### src/rtl/bcr_pkg.sv
package bcr_pkg;

    typedef enum logic [2:0] {
        ST_IDLE,
        ST_ACCEPT,
        ST_WAIT,
        ST_REQ,
        ST_HOLD,
        ST_STROBE
    } bank_st_e;

    // Width needed to index n items, never below one bit.
    function automatic int idx_width(input int n);
        return (n > 1) ? $clog2(n) : 1;
    endfunction

endpackage

### src/rtl/bcr_lat_pipe.sv
module bcr_lat_pipe #(
    parameter int W     = 8,
    parameter int DEPTH = 1
) (
    input  logic         clk,
    input  logic         rst,
    input  logic [W-1:0] d,
    output logic [W-1:0] q
);
    logic [W-1:0] stg [DEPTH];

    always_ff @(posedge clk) begin
        if (rst) begin
            for (int i = 0; i < DEPTH; i++) stg[i] <= '0;
        end else begin
            stg[0] <= d;
            for (int i = 1; i < DEPTH; i++) stg[i] <= stg[i-1];
        end
    end

    assign q = stg[DEPTH-1];
endmodule

### src/rtl/bcr_token_arbiter.sv
module bcr_token_arbiter #(
    parameter int NB = 4
) (
    input  logic          clk,
    input  logic          rst,
    input  logic [NB-1:0] req,
    input  logic          release_i,
    output logic [NB-1:0] gnt,
    output logic          busy
);
    logic busy_q;
    logic found;

    // Lowest index wins, only while the token is free.
    always_comb begin
        gnt   = '0;
        found = 1'b0;
        if (!busy_q) begin
            for (int i = 0; i < NB; i++) begin
                if (req[i] && !found) begin
                    gnt[i] = 1'b1;
                    found  = 1'b1;
                end
            end
        end
    end

    always_ff @(posedge clk) begin
        if (rst)            busy_q <= 1'b0;
        else if (|gnt)      busy_q <= 1'b1;
        else if (release_i) busy_q <= 1'b0;
    end

    assign busy = busy_q;
endmodule

### src/rtl/bcr_bank_engine.sv
module bcr_bank_engine
    import bcr_pkg::*;
#(
    parameter int ADDR_W     = 12,
    parameter int PROC_DELAY = 6
) (
    input  logic              clk,
    input  logic              rst,
    input  logic              cmd_valid,
    input  logic              cmd_we,
    input  logic [ADDR_W-1:0] cmd_addr,
    input  logic              grant,
    output logic              cmd_ready,
    output logic              lock,
    output logic              req,
    output logic              wr_strobe,
    output logic              rd_strobe,
    output logic [ADDR_W-1:0] held_addr
);
    localparam int          CNT_W = idx_width(PROC_DELAY);
    localparam logic [CNT_W-1:0] CNT_LAST = CNT_W'(PROC_DELAY - 1);

    bank_st_e          st_q;
    logic [CNT_W-1:0]  cnt_q;
    logic              we_q;
    logic [ADDR_W-1:0] addr_q;

    always_ff @(posedge clk) begin
        if (rst) begin
            st_q   <= ST_IDLE;
            cnt_q  <= '0;
            we_q   <= 1'b0;
            addr_q <= '0;
        end else begin
            unique case (st_q)
                ST_IDLE: begin
                    if (cmd_valid) begin
                        st_q   <= ST_ACCEPT;
                        we_q   <= cmd_we;
                        addr_q <= cmd_addr;
                    end
                end
                ST_ACCEPT: begin
                    st_q  <= ST_WAIT;
                    cnt_q <= '0;
                end
                ST_WAIT: begin
                    if (cnt_q == CNT_LAST) st_q <= ST_REQ;
                    else                   cnt_q <= cnt_q + 1'b1;
                end
                ST_REQ:    if (grant) st_q <= ST_HOLD;
                ST_HOLD:   st_q <= ST_STROBE;
                ST_STROBE: st_q <= ST_IDLE;
                default:   st_q <= ST_IDLE;
            endcase
        end
    end

    assign cmd_ready = (st_q == ST_ACCEPT);
    assign lock      = (st_q != ST_IDLE) || cmd_valid;
    assign req       = (st_q == ST_REQ);
    assign wr_strobe = (st_q == ST_STROBE) &&  we_q;
    assign rd_strobe = (st_q == ST_STROBE) && !we_q;
    assign held_addr = addr_q;
endmodule

### src/rtl/bank_responder.sv
module bank_responder
    import bcr_pkg::*;
#(
    parameter int NBANKS     = 4,
    parameter int ADDR_W     = 12,
    parameter int DATA_W     = 16,
    parameter int PROC_DELAY = 6,
    parameter int WR_LAT     = 1,
    parameter int RD_LAT     = 5,
    parameter int RD_BASE    = 16,
    localparam int BANK_W    = idx_width(NBANKS),
    localparam int BE_W      = DATA_W / 8
) (
    input  logic                     clk,
    input  logic                     rst,
    input  logic [NBANKS-1:0]        cmd_valid,
    input  logic [NBANKS-1:0]        cmd_we,
    input  logic [NBANKS*ADDR_W-1:0] cmd_addr,
    output logic [NBANKS-1:0]        cmd_ready,
    output logic [NBANKS-1:0]        bank_lock,
    output logic [NBANKS-1:0]        wr_slot,
    output logic [NBANKS-1:0]        rd_slot,
    input  logic [DATA_W-1:0]        wdata,
    input  logic [BE_W-1:0]          wdata_be,
    output logic                     wev_valid,
    output logic [BANK_W-1:0]        wev_bank,
    output logic [ADDR_W-1:0]        wev_addr,
    output logic [DATA_W-1:0]        wev_data,
    output logic [BE_W-1:0]          wev_be,
    output logic                     rev_valid,
    output logic [BANK_W-1:0]        rev_bank,
    output logic [ADDR_W-1:0]        rev_addr,
    output logic [DATA_W-1:0]        rdata
);
    localparam int TAG_W  = 1 + BANK_W + ADDR_W;
    localparam int RD_DLY = RD_LAT - 1;

    logic [NBANKS-1:0] req, gnt;
    logic [ADDR_W-1:0] held_addr [NBANKS];
    logic              tok_busy;

    for (genvar g = 0; g < NBANKS; g++) begin : g_bank
        bcr_bank_engine #(
            .ADDR_W    (ADDR_W),
            .PROC_DELAY(PROC_DELAY)
        ) u_bank (
            .clk      (clk),
            .rst      (rst),
            .cmd_valid(cmd_valid[g]),
            .cmd_we   (cmd_we[g]),
            .cmd_addr (cmd_addr[g*ADDR_W +: ADDR_W]),
            .grant    (gnt[g]),
            .cmd_ready(cmd_ready[g]),
            .lock     (bank_lock[g]),
            .req      (req[g]),
            .wr_strobe(wr_slot[g]),
            .rd_strobe(rd_slot[g]),
            .held_addr(held_addr[g])
        );
    end

    bcr_token_arbiter #(.NB(NBANKS)) u_tok (
        .clk      (clk),
        .rst      (rst),
        .req      (req),
        .release_i(|(wr_slot | rd_slot)),
        .gnt      (gnt),
        .busy     (tok_busy)
    );

    // Tag of the strobing bank: {valid, bank, addr}.
    logic [TAG_W-1:0] wtag, rtag, wtag_d, rtag_d;

    always_comb begin
        wtag = '0;
        rtag = '0;
        for (int i = 0; i < NBANKS; i++) begin
            if (wr_slot[i]) wtag = {1'b1, BANK_W'(i), held_addr[i]};
            if (rd_slot[i]) rtag = {1'b1, BANK_W'(i), held_addr[i]};
        end
    end

    bcr_lat_pipe #(.W(TAG_W), .DEPTH(WR_LAT)) u_wpipe (
        .clk(clk), .rst(rst), .d(wtag), .q(wtag_d)
    );

    bcr_lat_pipe #(.W(TAG_W), .DEPTH(RD_DLY)) u_rpipe (
        .clk(clk), .rst(rst), .d(rtag), .q(rtag_d)
    );

    // Write event: sample the shared bus when the delayed tag arrives.
    always_ff @(posedge clk) begin
        if (rst) begin
            wev_valid <= 1'b0;
            wev_bank  <= '0;
            wev_addr  <= '0;
            wev_data  <= '0;
            wev_be    <= '0;
        end else begin
            wev_valid <= wtag_d[TAG_W-1];
            if (wtag_d[TAG_W-1]) begin
                wev_bank <= wtag_d[ADDR_W +: BANK_W];
                wev_addr <= wtag_d[ADDR_W-1:0];
                wev_data <= wdata;
                wev_be   <= wdata_be;
            end
        end
    end

    // Read event: the output register absorbs the last latency cycle.
    logic [DATA_W-1:0] rd_ctr_q;

    always_ff @(posedge clk) begin
        if (rst) begin
            rev_valid <= 1'b0;
            rev_bank  <= '0;
            rev_addr  <= '0;
            rdata     <= '0;
            rd_ctr_q  <= DATA_W'(RD_BASE);
        end else begin
            rev_valid <= rtag_d[TAG_W-1];
            if (rtag_d[TAG_W-1]) begin
                rev_bank <= rtag_d[ADDR_W +: BANK_W];
                rev_addr <= rtag_d[ADDR_W-1:0];
                rdata    <= rd_ctr_q;
                rd_ctr_q <= rd_ctr_q + 1'b1;
            end
        end
    end

    logic unused_busy;
    assign unused_busy = tok_busy;
endmodule

### config.mk
export PLATFORM = sky130hd
export DESIGN_NAME = bank_responder
export DESIGN_NICKNAME = d
export VERILOG_FILES = /design/src/rtl/bcr_pkg.sv /design/src/rtl/bcr_lat_pipe.sv /design/src/rtl/bcr_token_arbiter.sv /design/src/rtl/bcr_bank_engine.sv /design/src/rtl/bank_responder.sv
export SDC_FILE = /design/constraint.sdc
export NUM_CORES = 1
export LEC_CHECK = 0
export BUFFER_PORTS_ARGS = -buffer_cell sky130_fd_sc_hd__buf_2
export CORE_ASPECT_RATIO = 0.75
export CORE_MARGIN = 1.5
export CORE_UTILIZATION = 48
export CTS_CLUSTER_SIZE = 14
export DETAILED_ROUTE_END_ITERATION = 12
export GPL_TIMING_DRIVEN = 0
export PLACE_DENSITY_LB_ADDON = 0.12
export SYNTH_ARGS = -nofsm -noshare
export SYNTH_HDL_FRONTEND = slang
export SYNTH_SLANG_ARGS = --single-unit
### constraint.sdc
create_clock -name clk -period 4.23 [get_ports clk]
set_input_delay 0.2115 -clock clk [delete_from_list [all_inputs] [get_ports clk]]
set_output_delay 0.2115 -clock clk [all_outputs]
set_load 0.01 [all_outputs]
# After elaboration in Yosys (flattened, before gate mapping)
# Memory sizes are Yosys's and may differ from the RTL's.
# Index checks and enable logic that the tools add are counted.
# classes
add_sub_neg	5
multipliers	0
n_div	0
magnitude_cmp	0
eq_ne	40
shifts	0
mux	53
bitwise_logic	5
reduce_logical	50
# ops
cell	count
15-bit 2-to-1 mux	13
3-bit one-hot mux with 5 select lines	4
3-bit 2-to-1 mux	16
3-bit == test, second input constant	12
3-bit by 2-bit == test with 1-bit output, second input constant	8
2-bit != test, second input constant	12
3-bit one-hot mux with 2 select lines	4
16-bit by 1-bit adder with 16-bit output, second input constant	1
2-bit AND reduction	8
1-bit 2-to-1 mux	15
15-bit OR reduction	1
3-bit by 1-bit adder with 3-bit output, second input constant	4
3-bit by 1-bit == test with 1-bit output, second input constant	4
3-bit logical NOT	4
3-bit AND reduction	4
3-bit nonzero test	4
1-bit logical AND	11
2-bit nonzero test	5
2-bit by 1-bit != test with 1-bit output, second input constant	4
4-bit OR reduction	2
1-bit logical NOT	7
1-bit logical OR	4
4-bit 2-to-1 mux	1
1-bit OR	4
4-bit OR	1
# word_totals
reg_bits	157
latch_bits	0
ram_bits	75
rom_bits	0
input_bits	76
output_inout_bits	80
word_cells	182
memories	2
# memory_table
memory	depth	width	read_ports	rd_ports_with_merged_regs	wr	line_no	text
u_rpipe.stg	4	15	4	0	4	bcr_lat_pipe.sv:10	logic [W-1:0] stg [DEPTH];
u_wpipe.stg	1	15	1	0	1	bcr_lat_pipe.sv:10	

# Logic depth before layout (Yosys ltp)
# logic_depth
word_depth	17
mapped_depth	7
mapped_depth_nobuf	6

# Hierarchy
# A second synthesis with hierarchy kept.
# unflattened
cells_unflattened	986
hier_area_um2	9212.6
# by_module_without_submodules
module	instances	cells_each	area_each_um2	seq_area_each_um2
bank_responder	1	417	3693.5	1601.5
bcr_bank_engine	4	101	850.8	380.4
bcr_lat_pipe at u_rpipe	1	126	1606.5	1201.2
bcr_lat_pipe at u_wpipe	1	31	432.9	300.3
bcr_token_arbiter	1	8	76.3	20.0

# Worst setup path before layout
# OpenSTA, ideal clock, no wires.
# synth_timing
path_type	reg-to-reg
from	register g_bank[2].u_bank.cnt_q[1]
to	register g_bank[2].u_bank.cnt_q[1]
setup_ns	0.070
t_arrival_ns	1.412
required_ns	4.160
path_slack_ns	2.748
stages_incl_launch_ff	7
n_path_buf	0
period_less_slack_ns	1.482
cell_sequence	dfxtp_1 -> inv_1 -> ha_1 -> a211oi_2 -> nand2_1 -> or4_1 -> a21oi_1
# synth_between
elab_chain_len	3
elab_cells_between_ends	6
cone_classes	add/sub (1); eq/ne (2); mux (2); reduce/logical (1)
# synth_rtl
item	line_no	text
start: declaration	bcr_bank_engine.sv:24	logic [CNT_W-1:0] cnt_q;
start signal: assignment	bcr_bank_engine.sv:49	else cnt_q <= cnt_q + 1'b1;
3-bit by 1-bit adder with 3-bit output or 3-bit == test (tied branches)	bcr_bank_engine.sv:49, bcr_bank_engine.sv:48	
3-bit 2-to-1 mux or 2-bit != test (tied branches)	--	
3-bit one-hot mux with 2 select lines or 2-bit AND reduction (tied branches)	--	
# Several ways; a longest one is shown, not always the timed one. The select of a mux whose other input is x is not followed.
# A chain may end at the register's enable or synchronous reset.

# Final worst setup path
# layout_timing
from	register g_bank[3].u_bank.st_q[1]
to	output rd_slot[3]
# layout_between
elab_chain_len	2
# layout_rtl
item	line_no	text
start: declaration	bcr_bank_engine.sv:23	bank_st_e st_q;
start signal: assignment	bcr_bank_engine.sv:30	st_q <= ST_IDLE;
start signal: assignment	bcr_bank_engine.sv:38	st_q <= ST_ACCEPT;
start signal: assignment	bcr_bank_engine.sv:44	st_q <= ST_WAIT;
3-bit == test	bcr_bank_engine.sv:63	assign rd_strobe = (st_q == ST_STROBE) && !we_q;
1-bit logical AND	bcr_bank_engine.sv:63	
end: declaration	bank_responder.sv:22	output logic [NBANKS-1:0] rd_slot,
# No other way between the ends.

==> reports/qor.yml <==
reg2reg_to: "u_rpipe.stg[0][8]"
num_vias: 7528
crit_type: "flip-flop to output port"
async_reset_ff_share_pct: 0
cp-end-kind: "output port"
p_per_area_nw_per_um2: 441
ant_nets: 0
dieWidth_um: 159
grt_pass1_vias: 7031
initial_core_util_pct: 49.4
rsz0062_at_grt: "no"
grtUsageTotal_pct: 24.4
ir_worst_vdd_uv: 284
synth_edf_count: 0
clock_sinks: 232
syn_avg_cell_area_um2: 9.28
fin_nets: 1284
slew_headroom_pct: 48.2
htree_levels: 1
clock_skew_ns: 0.00814
multi_input_area_um2: 3680
r2r-start: "g_bank[1].u_bank.st_q[0]"
register_area_um2: 4640
place.gp.congestion: 0.874
antenna_found_initial: 0
routedWlPerCell_um: 16.1
clk_pin_slew_ns: 0.06
ff2ff_path_depth: 7
arrival_ns: 2.17
drt_iter0_markers: 472
ys.flop_type: "dfxtp_1"
yosys_warnings: 0
maxCapViolCount: 0
worstPathRequired_ns: 4.02
grt-ovfl-total: 0
cts_tree: "yes"
clockBufferDepth: 3
ys_seq_elements: 232
clk_latency_ns: 0.52
finalCriticalPeriod_ns: 2.38
clock-root-buffer: "clkbuf_16"
synth.area.top_cells: "dfxtp_1 (53%), mux2i_1 (7.4%), nand2_1 (5.4%), nor2_1 (4.2%), a21oi_1 (3.9%)"
tns_ns: 0
grt_max_degree: 15
crit_fanout: 10
holdBufCountCts: 70
hold_start: "cmd_valid[1]"
hold_path_class: "primary input to flip-flop"
portBuffers: 155
power_mw: 5.03
ys_seq_area_share_pct: 52.7
hpwl_um: 15900
fill_cells: 1529
hold_viol_final: 0
min_to: "g_bank[1].u_bank.st_q[0]"
worst_pin_slew_ns: 0.777
syn-cell-area_um2: 8800
setup_viol: 0
yosysTopAreaCell: "dfxtp_1"
whs_path_depth: 3
syn_inst: 949
synth_top_area_share_pct: 52.7
fmax_mhz: 420
utilization_pct: 64.1
core_area_um2: 17800
die_y_um: 120
grt_pass1_wl_um: 37100
cts-resized-gates: 0
std_cell_rows: 42
cp-start-kind: "flip-flop"
avgViaCountPerCell: 5.17
dp.cells: 1346
status: "completed"
cts_setup_buffers: 0
drt_wl_total_um: 23500
drive_gt1_share_pct: 20.3
layoutNonFillerInstCount: 1457
area_delta_synth_final_pct: 29.6
drc: 0
drt_pass1_iterations: 5
maxSlewViolCount: 0
fin_area_um2: 11400
synthesis.nets: 1034
numCtsBuffers: 23
ff2ff_setup_slack_ns: 2.20
timing.final.crit_share_pct: 56.2
leakagePower_nw: 4.71
ys_types: 57
io_pins: 156
place_area_um2: 9880
die-area_um2: 19200
Yosys cell counts (9+ instances only):
cell and n:
a21oi_1 69, a221oi_1 25, buf_2 26, buf_4 18, clkbuf_1 37, dfxtp_1 232, ha_1 9, inv_1 12
mux2i_1 65, nand2_1 127, nor2_1 98, nor2b_1 53, nor3_1 34, o21ai_0 15, o22ai_1 24
kinds of logic (layout without fill, tap and decap cells):
logic type / after synthesis / after routing / synth area share (%)
multiplexers: 67 / 67 / 7.65
buffers and inverters: 96 / 361 / 5.40
flip-flops: 232 / 232 / 52.7
AO/OA/AOI/OAI: 157 / 157 / 11.1
adder cells (fa/ha/maj): 9 / 9 / 1.28
XOR/XNOR: 13 / 13 / 1.29
other: 0 / 1 / 0
AND/OR/NAND/NOR: 375 / 375 / 20.5
placed cells by master, fill, tap and decap left out, types with 9 or more instances in the layout:
master / count
a21oi_1: 69
a221oi_1: 25
buf_2: 181
buf_4: 18
clkbuf_1: 41
clkbuf_16: 23
dfxtp_1: 232
dlygate4sd3_1: 70
ha_1: 9
inv_1: 12
mux2i_1: 65
nand2_1: 127
nor2_1: 98
nor2b_1: 53
nor3_1: 34
o21ai_0: 15
o22ai_1: 24
critical path, cell delays in order, from the launching register on:
cell and delay, ns:
dfxtp_1 0.43, nand4bb_1 0.16, buf_2 0.20, clkbuf_1 0.48, inv_1 0.10, buf_4 0.15, buf_2 0.13
worst max path at each step:
| stage | cells after the start | start | slack [ns] | endpoint |
|---|---|---|---|---|
| 2_1_floorplan | 6 | g_bank[2].u_bank.cnt_q[1] | 2.75 | g_bank[2].u_bank.cnt_q[1] |
| 3_5_place_dp | 5 | rst | 2.24 | wev_data[3] |
| 5_1_grt | 6 | g_bank[3].u_bank.st_q[1] | 1.73 | rd_slot[3] |
| 6_report | 6 | g_bank[3].u_bank.st_q[1] | 1.85 | rd_slot[3] |
| 3_3_place_gp | 5 | rst | 2.27 | g_bank[2].u_bank.st_q[2] |
| 4_1_cts | 6 | g_bank[3].u_bank.st_q[1] | 1.87 | rd_slot[3] |
per-layer routing:
metal	vias up	wire [µm]	global-route usage, %
li1	3736	-	-
met1	3474	11300	34.7
met2	262	10100	37.9
met3	56	1460	4.25
met4	0	656	7.55
met5	-	0	0
power breakdown:
part	internal (mW)	leakage, nW	switching, mW
clock	1.37	0.408	0.861
combinational	0.208	2.43	0.283
sequential	2.26	1.88	0.0564
per-stage QoR:
step / setup slack (ns) / hold slack, ns
after floorplan: 2.75 / 0.347
after global placement: 2.27 / 0.419
after detailed placement: 2.24 / 0.421
after CTS: 1.87 / 0.00812
after global routing: 1.73 / 0.0482
final: 1.85 / 0.0284
sequential cells by signal, indices dropped and copies added, names as in the netlist:
name / count
rev_addr: 12
wev_be: 2
u_tok.busy: 1
g_bank.u_bank.we_q: 4
g_bank.u_bank.cnt_q: 12
wev_bank: 2
wev_data: 16
rd_ctr_q: 16
g_bank.u_bank.st_q: 12
rdata: 16
wev_valid: 1
wev_addr: 12
u_rpipe.stg: 60
u_wpipe.stg: 15
g_bank.u_bank.held_addr: 48
rev_valid: 1
rev_bank: 2
final cells by class:
cell class	instances	share of cell area, %
sequential	232	40.7
multi-input combinational	621	32.3
timing repair buffer	225	12.9
clock buffer	30	5.54
buffer	84	3.77
tap	242	2.65
clock inverter	10	1.72
inverter	12	0.395
antenna	1	0.0219
No activity file was read; power rests on OpenSTA's default activity.
